<file path="src/rtl/pit_pkg.sv">
package pit_pkg;
   localparam int LVL_W = 3;
   typedef logic [LVL_W-1:0] lvl_t;

   typedef enum logic {
      REG_TIMING = 1'b0,
      REG_CTRL   = 1'b1
   } reg_sel_e;

   function automatic lvl_t lvl_max(lvl_t a, lvl_t b);
      return (a > b) ? a : b;
   endfunction
endpackage

</file>
<file path="src/rtl/pit_regs.sv">
module pit_regs
   import pit_pkg::*;
#(
   parameter int CNT_W   = 8,
   parameter int VEC_W   = 8,
   parameter int DATA_W  = 16,
   parameter logic [VEC_W-1:0] VEC_RST = 8'h0F
) (
   input  logic              clk,
   input  logic              rst_n,
   input  logic              reg_wr,
   input  logic              reg_addr,
   input  logic [DATA_W-1:0] reg_wdata,
   output logic [DATA_W-1:0] reg_rdata,
   output logic [CNT_W-1:0]  mod_q,
   output logic              pre_q,
   output lvl_t              lvl_q,
   output logic [VEC_W-1:0]  vec_q,
   output logic              tm_wr,
   output logic [CNT_W-1:0]  wr_mod,
   output logic              lvl_kill
);
   localparam int PRE_BIT = CNT_W;
   localparam int LVL_LSB = VEC_W;

   logic ctl_wr;
   lvl_t wr_lvl;

   assign tm_wr    = reg_wr && (reg_sel_e'(reg_addr) == REG_TIMING);
   assign ctl_wr   = reg_wr && (reg_sel_e'(reg_addr) == REG_CTRL);
   assign wr_mod   = reg_wdata[CNT_W-1:0];
   assign wr_lvl   = reg_wdata[LVL_LSB +: LVL_W];
   assign lvl_kill = ctl_wr && (wr_lvl == '0);

   always_ff @(posedge clk or negedge rst_n) begin
      if (!rst_n) begin
         mod_q <= '0;
         pre_q <= 1'b0;
      end else if (tm_wr) begin
         mod_q <= wr_mod;
         pre_q <= reg_wdata[PRE_BIT];
      end
   end

   always_ff @(posedge clk or negedge rst_n) begin
      if (!rst_n) begin
         lvl_q <= '0;
         vec_q <= VEC_RST;
      end else if (ctl_wr) begin
         lvl_q <= wr_lvl;
         vec_q <= reg_wdata[VEC_W-1:0];
      end
   end

   always_comb begin
      if (reg_sel_e'(reg_addr) == REG_TIMING)
         reg_rdata = DATA_W'({pre_q, mod_q});
      else
         reg_rdata = DATA_W'({lvl_q, vec_q});
   end
endmodule

</file>
<file path="src/rtl/pit_tick_gen.sv">
module pit_tick_gen #(
   parameter int REF_DIV = 4,
   parameter int PRE_DIV = 512
) (
   input  logic clk,
   input  logic rst_n,
   input  logic run,
   input  logic pre_sel,
   output logic step
);
   localparam int REF_W = (REF_DIV > 1) ? $clog2(REF_DIV) : 1;
   localparam int PRE_W = (PRE_DIV > 1) ? $clog2(PRE_DIV) : 1;

   logic ref_tick;

   generate
      if (REF_DIV == 1) begin : g_ref_bypass
         assign ref_tick = run;
      end else begin : g_ref_div
         logic [REF_W-1:0] ref_q;
         always_ff @(posedge clk or negedge rst_n) begin
            if (!rst_n)                            ref_q <= '0;
            else if (!run)                         ref_q <= '0;
            else if (ref_q == REF_W'(REF_DIV - 1)) ref_q <= '0;
            else                                   ref_q <= ref_q + 1'b1;
         end
         assign ref_tick = run && (ref_q == REF_W'(REF_DIV - 1));
      end

      if (PRE_DIV == 1) begin : g_pre_bypass
         assign step = ref_tick;
      end else begin : g_pre_div
         logic [PRE_W-1:0] pre_cnt;
         logic             pre_last;
         always_ff @(posedge clk or negedge rst_n) begin
            if (!rst_n)        pre_cnt <= '0;
            else if (!run)     pre_cnt <= '0;
            else if (ref_tick) pre_cnt <= pre_last ? '0 : pre_cnt + 1'b1;
         end
         assign pre_last = (pre_cnt == PRE_W'(PRE_DIV - 1));
         assign step     = ref_tick && (!pre_sel || pre_last);
      end
   endgenerate
endmodule

</file>
<file path="src/rtl/pit_counter.sv">
module pit_counter #(
   parameter int CNT_W = 8
) (
   input  logic             clk,
   input  logic             rst_n,
   input  logic             step,
   input  logic [CNT_W-1:0] mod_q,
   input  logic             tm_wr,
   input  logic [CNT_W-1:0] wr_mod,
   input  logic             lvl_on,
   input  logic             lvl_kill,
   input  logic             ack_clr,
   output logic [CNT_W-1:0] cnt_q,
   output logic             pend_q
);
   logic             running;
   logic             expire;
   logic [CNT_W-1:0] cnt_d;
   logic             pend_d;

   assign running = (mod_q != '0);
   assign expire  = running && step && (cnt_q <= CNT_W'(1));

   always_comb begin
      cnt_d  = cnt_q;
      pend_d = pend_q && !ack_clr && !lvl_kill;
      if (tm_wr && (wr_mod == '0)) begin
         cnt_d  = '0;
         pend_d = 1'b0;
      end else if (tm_wr && !running) begin
         cnt_d = wr_mod;
      end else if (running && step) begin
         if (expire) begin
            cnt_d = mod_q;
            if (lvl_on && !lvl_kill) pend_d = 1'b1;
         end else begin
            cnt_d = cnt_q - 1'b1;
         end
      end
   end

   always_ff @(posedge clk or negedge rst_n) begin
      if (!rst_n) begin
         cnt_q  <= '0;
         pend_q <= 1'b0;
      end else begin
         cnt_q  <= cnt_d;
         pend_q <= pend_d;
      end
   end
endmodule

</file>
<file path="src/rtl/pit_arbiter.sv">
module pit_arbiter
   import pit_pkg::*;
#(
   parameter int VEC_W = 8
) (
   input  logic             pend_q,
   input  lvl_t             lvl_q,
   input  logic [VEC_W-1:0] vec_q,
   input  lvl_t             ext_level,
   input  lvl_t             ipl_mask,
   input  logic             iack,
   input  lvl_t             iack_level,
   output lvl_t             req_level,
   output logic             req_is_timer,
   output logic             req_take,
   output logic             iack_hit,
   output logic [VEC_W-1:0] iack_vector
);
   lvl_t tmr_level;

   assign tmr_level    = pend_q ? lvl_q : '0;
   assign req_level    = lvl_max(tmr_level, ext_level);
   assign req_is_timer = (tmr_level != '0) && (tmr_level >= ext_level);
   assign req_take     = (req_level > ipl_mask);
   assign iack_hit     = iack && (tmr_level != '0) && (iack_level == tmr_level);
   assign iack_vector  = iack_hit ? vec_q : '0;
endmodule

</file>
<file path="src/rtl/periodic_irq_timer.sv">
module periodic_irq_timer
   import pit_pkg::*;
#(
   parameter int CNT_W   = 8,
   parameter int VEC_W   = 8,
   parameter int DATA_W  = 16,
   parameter int REF_DIV = 4,
   parameter int PRE_DIV = 512,
   parameter logic [VEC_W-1:0] VEC_RST = 8'h0F
) (
   input  logic              clk,
   input  logic              rst_n,
   input  logic              reg_wr,
   input  logic              reg_addr,
   input  logic [DATA_W-1:0] reg_wdata,
   output logic [DATA_W-1:0] reg_rdata,
   input  logic              lp_stop,
   input  logic [2:0]        ext_level,
   input  logic [2:0]        ipl_mask,
   output logic [2:0]        req_level,
   output logic              req_is_timer,
   output logic              req_take,
   input  logic              iack,
   input  logic [2:0]        iack_level,
   output logic              iack_hit,
   output logic [VEC_W-1:0]  iack_vector
);
   generate
      if (DATA_W < CNT_W + 1 || DATA_W < VEC_W + LVL_W) begin : g_bad_width
         $error("periodic_irq_timer: DATA_W too narrow for register fields");
      end
      if (REF_DIV < 1 || PRE_DIV < 1 || CNT_W < 2) begin : g_bad_div
         $error("periodic_irq_timer: divider or counter parameter out of range");
      end
   endgenerate

   logic [CNT_W-1:0] mod_q;
   logic             pre_q;
   lvl_t             lvl_q;
   logic [VEC_W-1:0] vec_q;
   logic             tm_wr;
   logic [CNT_W-1:0] wr_mod;
   logic             lvl_kill;
   logic             step;
   logic [CNT_W-1:0] cnt_q;
   logic             pend_q;

   pit_regs #(
      .CNT_W(CNT_W), .VEC_W(VEC_W), .DATA_W(DATA_W), .VEC_RST(VEC_RST)
   ) u_regs (
      .clk(clk), .rst_n(rst_n), .reg_wr(reg_wr), .reg_addr(reg_addr),
      .reg_wdata(reg_wdata), .reg_rdata(reg_rdata), .mod_q(mod_q),
      .pre_q(pre_q), .lvl_q(lvl_q), .vec_q(vec_q), .tm_wr(tm_wr),
      .wr_mod(wr_mod), .lvl_kill(lvl_kill)
   );

   pit_tick_gen #(
      .REF_DIV(REF_DIV), .PRE_DIV(PRE_DIV)
   ) u_tick (
      .clk(clk), .rst_n(rst_n), .run(mod_q != '0), .pre_sel(pre_q), .step(step)
   );

   pit_counter #(
      .CNT_W(CNT_W)
   ) u_cnt (
      .clk(clk), .rst_n(rst_n), .step(step), .mod_q(mod_q), .tm_wr(tm_wr),
      .wr_mod(wr_mod), .lvl_on(lvl_q != '0), .lvl_kill(lvl_kill),
      .ack_clr(iack_hit), .cnt_q(cnt_q), .pend_q(pend_q)
   );

   pit_arbiter #(
      .VEC_W(VEC_W)
   ) u_arb (
      .pend_q(pend_q), .lvl_q(lvl_q), .vec_q(vec_q), .ext_level(ext_level),
      .ipl_mask(ipl_mask), .iack(iack), .iack_level(iack_level),
      .req_level(req_level), .req_is_timer(req_is_timer), .req_take(req_take),
      .iack_hit(iack_hit), .iack_vector(iack_vector)
   );
endmodule

</file>
<file path="config.mk">
export PLATFORM = sky130hd
export DESIGN_NAME = periodic_irq_timer
export DESIGN_NICKNAME = d
export VERILOG_FILES = /design/src/rtl/pit_pkg.sv /design/src/rtl/pit_regs.sv /design/src/rtl/pit_tick_gen.sv /design/src/rtl/pit_counter.sv /design/src/rtl/pit_arbiter.sv /design/src/rtl/periodic_irq_timer.sv
export SDC_FILE = /design/constraint.sdc
export NUM_CORES = 1
export LEC_CHECK = 0
export BUFFER_PORTS_ARGS = -buffer_cell sky130_fd_sc_hd__clkbuf_2
export CORE_ASPECT_RATIO = 0.5
export CORE_UTILIZATION = 59
export DETAILED_ROUTE_END_ITERATION = 12
export PLACE_DENSITY = 0.86
export SYNTH_ARGS = -nofsm -noshare
export SYNTH_HDL_FRONTEND = slang
export SYNTH_HIERARCHICAL = 1
export SYNTH_SLANG_ARGS = --single-unit
</file>
<file path="constraint.sdc">
create_clock -name clk -period 5.8 [get_ports clk]
set_clock_uncertainty 0.2 [all_clocks]
set_input_delay 0.58 -clock clk [delete_from_list [all_inputs] [get_ports clk]]
set_output_delay 0.58 -clock clk [all_outputs]
set_load 0.05 [all_outputs]
</file>
; Word-level counts from Yosys, hierarchy flattened
; Cells that the tools add are included.
; W data, S select, Z words.
[word_totals]
regBits = 40
elab_cells = 64
[classes]
n_lt_le_gt_ge = 4
bitwise_logic = 1
eq_ne = 4
n_addsub = 3
muxes = 18
n_reduce_logical = 26
[op_table]
columns = operator, count
row1 = $mux W8, 5
row2 = $mux W9, 3
row3 = $logic_and A1 B1 Y1, 15
row4 = $mux W11, 1
row5 = $add A9 B1 Y9 const B, 1
row6 = $eq A9 B9 Y1 const B, 1
row7 = $reduce_bool A3 Y1, 3
row8 = $le A8 B1 Y1 const B, 1
row9 = $logic_not A8 Y1, 1
row10 = $reduce_bool A8 Y1, 1
row11 = $sub A8 B1 Y8 const B, 1
row12 = $gt A3 B3 Y1, 2
row13 = $mux W3, 2
row14 = $mux W1, 5
row15 = $logic_not A1 Y1, 4
row16 = $mux W2, 2
row17 = $eq A3 B3 Y1, 1
row18 = $ge A3 B3 Y1, 1
row19 = $logic_not A3 Y1, 1
row20 = $add A2 B1 Y2 const B, 1
row21 = $eq A2 B2 Y1 const B, 1
row22 = $ne A2 B2 Y1 const B, 1
row23 = $logic_or A1 B1 Y1, 1
row24 = $not A1 Y1, 1

; Logic depth before layout (Yosys ltp)
[depth]
ltp_word = 12
ltp_mapped = 12

; Hierarchy
; Netlist, hierarchy kept.
[by_module_without_submodules]
columns = mod, seq_area_each_um2, instances, area_per_inst_um2, cells_per_inst
row1 = pit_regs, 505.5, 1, 1019.7, 71
row2 = pit_counter, 225.2, 1, 732.0, 81
row3 = pit_tick_gen, 275.3, 1, 615.6, 62
row4 = pit_arbiter, 0.0, 1, 405.4, 55
row5 = periodic_irq_timer, 0.0, 1, 22.5, 4

; Worst setup path after synthesis
; Ideal clock, no wire load.
[synth_path]
path_kind = reg2out
from = register u_cnt.pend_q
to = output req_take
stages_incl_launch_ff = 12
path_slack_ps = 1614
arrival_ps = 3406
path_cell_list = dfrtp_1 -> and2_1 -> inv_1 -> ha_1 -> nor3b_1 -> o2bb2ai_1 -> a211oi_4 -> mux2_1 -> ha_1 -> a21o_1 -> a21oi_1 -> a31oi_1
[synth_via]
elab_chain_len = 4
[synth_rtl]
columns = item, line
row1 = from (decl), pit_counter.sv:14  ; output logic pend_q
row2 = from (signal assigned), pit_counter.sv:48  ; pend_q <= pend_d;
row3 = $mux W3 *, pit_arbiter.sv:21  ; assign tmr_level = pend_q ? lvl_q : '0;
row4 = $gt A3 B3 Y1, pit_pkg.sv:11  ; return (a > b) ? a : b;
row5 = $mux W3 *, pit_pkg.sv:11
row6 = net req_level[1], periodic_irq_timer.sv:20  ; output logic [2:0] req_level,
row7 = $gt A3 B3 Y1 *, pit_arbiter.sv:24  ; assign req_take = (req_level > ipl_mask);
row8 = to (decl), periodic_irq_timer.sv:22  ; output logic req_take,
; Mark *: on every way through the listed nets, which the timed path passes. The rest lies on a longest branch.

; Worst setup path in the final report
[layout_path]
from = register u_cnt.pend_q
to = output req_take
[layout_via]
elab_chain_len = 4
[layout_rtl]
columns = item, line
row1 = $mux W3 *, pit_arbiter.sv:21
row2 = $gt A3 B3 Y1, pit_pkg.sv:11
row3 = $mux W3 *, pit_pkg.sv:11
row4 = $gt A3 B3 Y1 *, pit_arbiter.sv:24
; Mark *: on every way between the ends. The rest lies on a longest branch, timed or not.

==> results.sh <==
export IMPL_slew_violations=0
export IMPL_crit_path_end_kind="primary output"
export IMPL_ctsRootBufferMaster="clkbuf_8"
export IMPL_post_dp_hpwl_um=4400
export IMPL_r2r_start="u_tick/g_pre_div.pre_cnt[0]"
export IMPL_cts_hold_buf=0
export IMPL_async_flop_share_pct=100
export IMPL_rsz0062_at_grt="false"
export IMPL_finalCriticalPeriod_ns=4.08
export IMPL_clk_pin_slew_worst_paths_ns=0.07
export IMPL_synth_adder_area_share_pct=4.03
export IMPL_synth_area_mm2=0.00280
export IMPL_ys_seq_area_share_pct=36.0
export IMPL_cts_resized_gates=0
export IMPL_synth_avg_cell_area_um2=10.2
export IMPL_cts_made_buffers=5
export IMPL_path_class="flop to primary output"
export IMPL_synth_cells=273
export IMPL_rrSetupSlack_ns=2.59
export IMPL_first_iter_violations=159
export IMPL_antenna_found_initial=0
export IMPL_synth_mux_area_share_pct=15.8
export IMPL_synth_ff_type="dfrtp_1"
export IMPL_crit_required_ns=5.02
export IMPL_whs_ns=0.238
export IMPL_die_area_mm2=0.00503
export IMPL_yosys_area_share_simple_pct=21.2
export IMPL_die_h_um=50.7
export IMPL_cts_sinks=40
export IMPL_fin_nets=351
export IMPL_place_area_mm2=0.00298
export IMPL_design_area_mm2=0.00308
export IMPL_grt_ovfl_total=0
export IMPL_final_common_cell="clkbuf_2"
export IMPL_grt_max_degree=41
export IMPL_track_usage_pct=26.1
export IMPL_placed_cells=361
export IMPL_drc=0
export IMPL_clock_latency_ns=0.29
export IMPL_rows=17
export IMPL_grt_pass1_vias=2175
export IMPL_post_route_period_util_pct=70.3
export IMPL_portBuffers=49
export IMPL_slew_headroom_pct=12.0
export IMPL_drtPass1Iterations=4
export IMPL_cts_tree="yes"
export IMPL_max_clock_freq_mhz=245
export IMPL_setup_viol=0
export IMPL_gp_congestion=0.904
export IMPL_area_delta_synth_final_pct=10.3
export IMPL_max_cap_viol_count=0
export IMPL_reg2reg_depth=10
export IMPL_diodes=0
export IMPL_tns_ns=0
export IMPL_synth_top_family_by_area="simple AND/OR/NAND/NOR gates"
export IMPL_final_core_util_pct=69.0
export IMPL_postCtsSetupRepairBufs=0
export IMPL_ant_nets=0
export IMPL_min_path_type="input pin to asynchronous set/reset pin"
export IMPL_crit_fanout=9
export IMPL_r2r_end="u_cnt/cnt_q[5]"
export IMPL_wirelength_um=6090
export IMPL_yosys_area_share_xor_xnor_pct=1.57
export IMPL_clockBufferDepth=2
export IMPL_start_util_pct=62.6
export IMPL_detail_route_wl_per_cell_um=16.5
export IMPL_viasPerCell=6.27
export IMPL_num_vias=2314
export IMPL_max_vdd_ir_drop_mv=0.145
export IMPL_worst_pin_slew_ns=1.31
export IMPL_hold_violations=0
export IMPL_fp_dieW_um=99.3
export IMPL_synth_cell_types=63
export IMPL_layout_drive_gt1_share_pct=33.3
export IMPL_outcome="complete, no violations"
export IMPL_synth_edff_count=0
export IMPL_p_leak_nw=1.39
export IMPL_cts_htree_levels=2
export IMPL_arrival_ns=3.30
export IMPL_core_mm2=0.00447
export IMPL_final_cell_count_no_fill=369
export IMPL_ys_ff_latch=40
export IMPL_grt_pass1_wl_um=10200
export IMPL_power_density_mw_per_mm2=351
export IMPL_synth_compound_area_share_pct=14.4
export IMPL_layout_common_cells="clkbuf_2 (49), dfrtp_1 (36), mux2_2 (20), nand2_1 (19), nor3b_1 (12)"
export IMPL_yosysWarnings=6
export IMPL_pin_count=61
export IMPL_crit_path_start_kind="flop"
flip-flops by register name, summed over array words and instances, names as in the netlist:
signal,cells
u_regs/lvl_q,3
u_tick/g_ref_div.ref_q,2
u_regs/vec_q,8
u_regs/mod_q,8
u_cnt/cnt_q,8
u_tick/g_pre_div.pre_cnt,9
u_regs/pre_q,1
u_cnt/pend_q,1
cell usage after synthesis (all sizes together), types with 3 or more instances:
cell type	instances	share of area (%)
nand2	19	2.6
o211ai	4	1.1
or4	9	2.7
nand3	9	1.6
nor2	10	1.9
dfrtp	36	32
dfstp	4	3.8
a31oi	3	0.67
inv	9	1.2
or3	4	1.1
and2	7	1.6
nor3b	12	3.2
a21oi	6	1.2
a21boi	6	1.6
buf	20	5.2
xor2	3	0.94
clkbuf	3	0.40
o21ai	12	2.3
a32oi	4	1.3
nand2b	6	1.3
mux2	31	14
ha	9	4.0
mux2i	6	2.1
nand4	3	0.90
nor4	7	1.6
metrics by stage:
| step | power (W) | setup slack (ns) |
|---|---|---|
| 6_report | 0.00108 | 1.72 |
| 5_1_grt | 0.00115 | 1.57 |
| 4_1_cts | 0.00108 | 1.72 |
| 3_5_place_dp | 0.000859 | 2.04 |
| 3_3_place_gp | 0.000839 | 2.14 |
| 2_1_floorplan | 0.000766 | 1.61 |
final cells by class:
| type | instances | area (µm²) |
|---|---|---|
| multi-input cells | 205 | 1610 |
| fillers | 321 | 1380 |
| flip-flops and latches | 40 | 1010 |
| repair buffers | 50 | 253 |
| clock buffers | 6 | 72.6 |
| well taps | 57 | 71.3 |
| clock inverters | 2 | 35.0 |
| inverters | 9 | 33.8 |
logic make-up after synthesis:
| logic type | Yosys count |
|---|---|
| flops | 40 |
| fa+ha+maj | 9 |
| simple gates | 97 |
| mux | 37 |
| buf+inv | 32 |
| other cells | 1 |
| xor+xnor | 5 |
| compound gates | 52 |
report_power, final:
group,switching (W),internal [W],leakage (nW)
Clock,0.0000943,0.000128,0.0552
Combinational,0.000248,0.000175,0.853
Sequential,0.0000896,0.000350,0.477
how the worst max path moves through the flow:
stage	startpoint	endpoint	slack (ns)	depth (start not counted)
floorplan	u_cnt/pend_q	req_take	1.61	11
global placement	u_cnt/pend_q	req_take	2.14	12
detailed placement	u_cnt/pend_q	req_take	2.04	12
CTS	u_cnt/pend_q	req_take	1.72	12
global route	u_cnt/pend_q	req_take	1.57	12
finish	u_cnt/pend_q	req_take	1.72	12
worst max-delay path: stages, from the launching register on:
cell and delay, ns:
dfrtp_1 0.48, and2_1 0.25, inv_1 0.06, ha_1 0.29, nor3b_1 0.15, o2bb2ai_1 0.18
a211oi_4 0.29, mux2_1 0.38, ha_1 0.30, a21o_1 0.11, a21oi_1 0.06, a31oi_1 0.15
clkbuf_2 0.30
layer usage:
layer	routed length [µm]	track usage, %	up-vias
met5	0	0	-
met4	89	11.3	0
met3	427	5.43	13
met2	2940	44.8	107
met1	2630	32.4	1121
li1	-	-	1073
(Power assumes the default switching activity.)
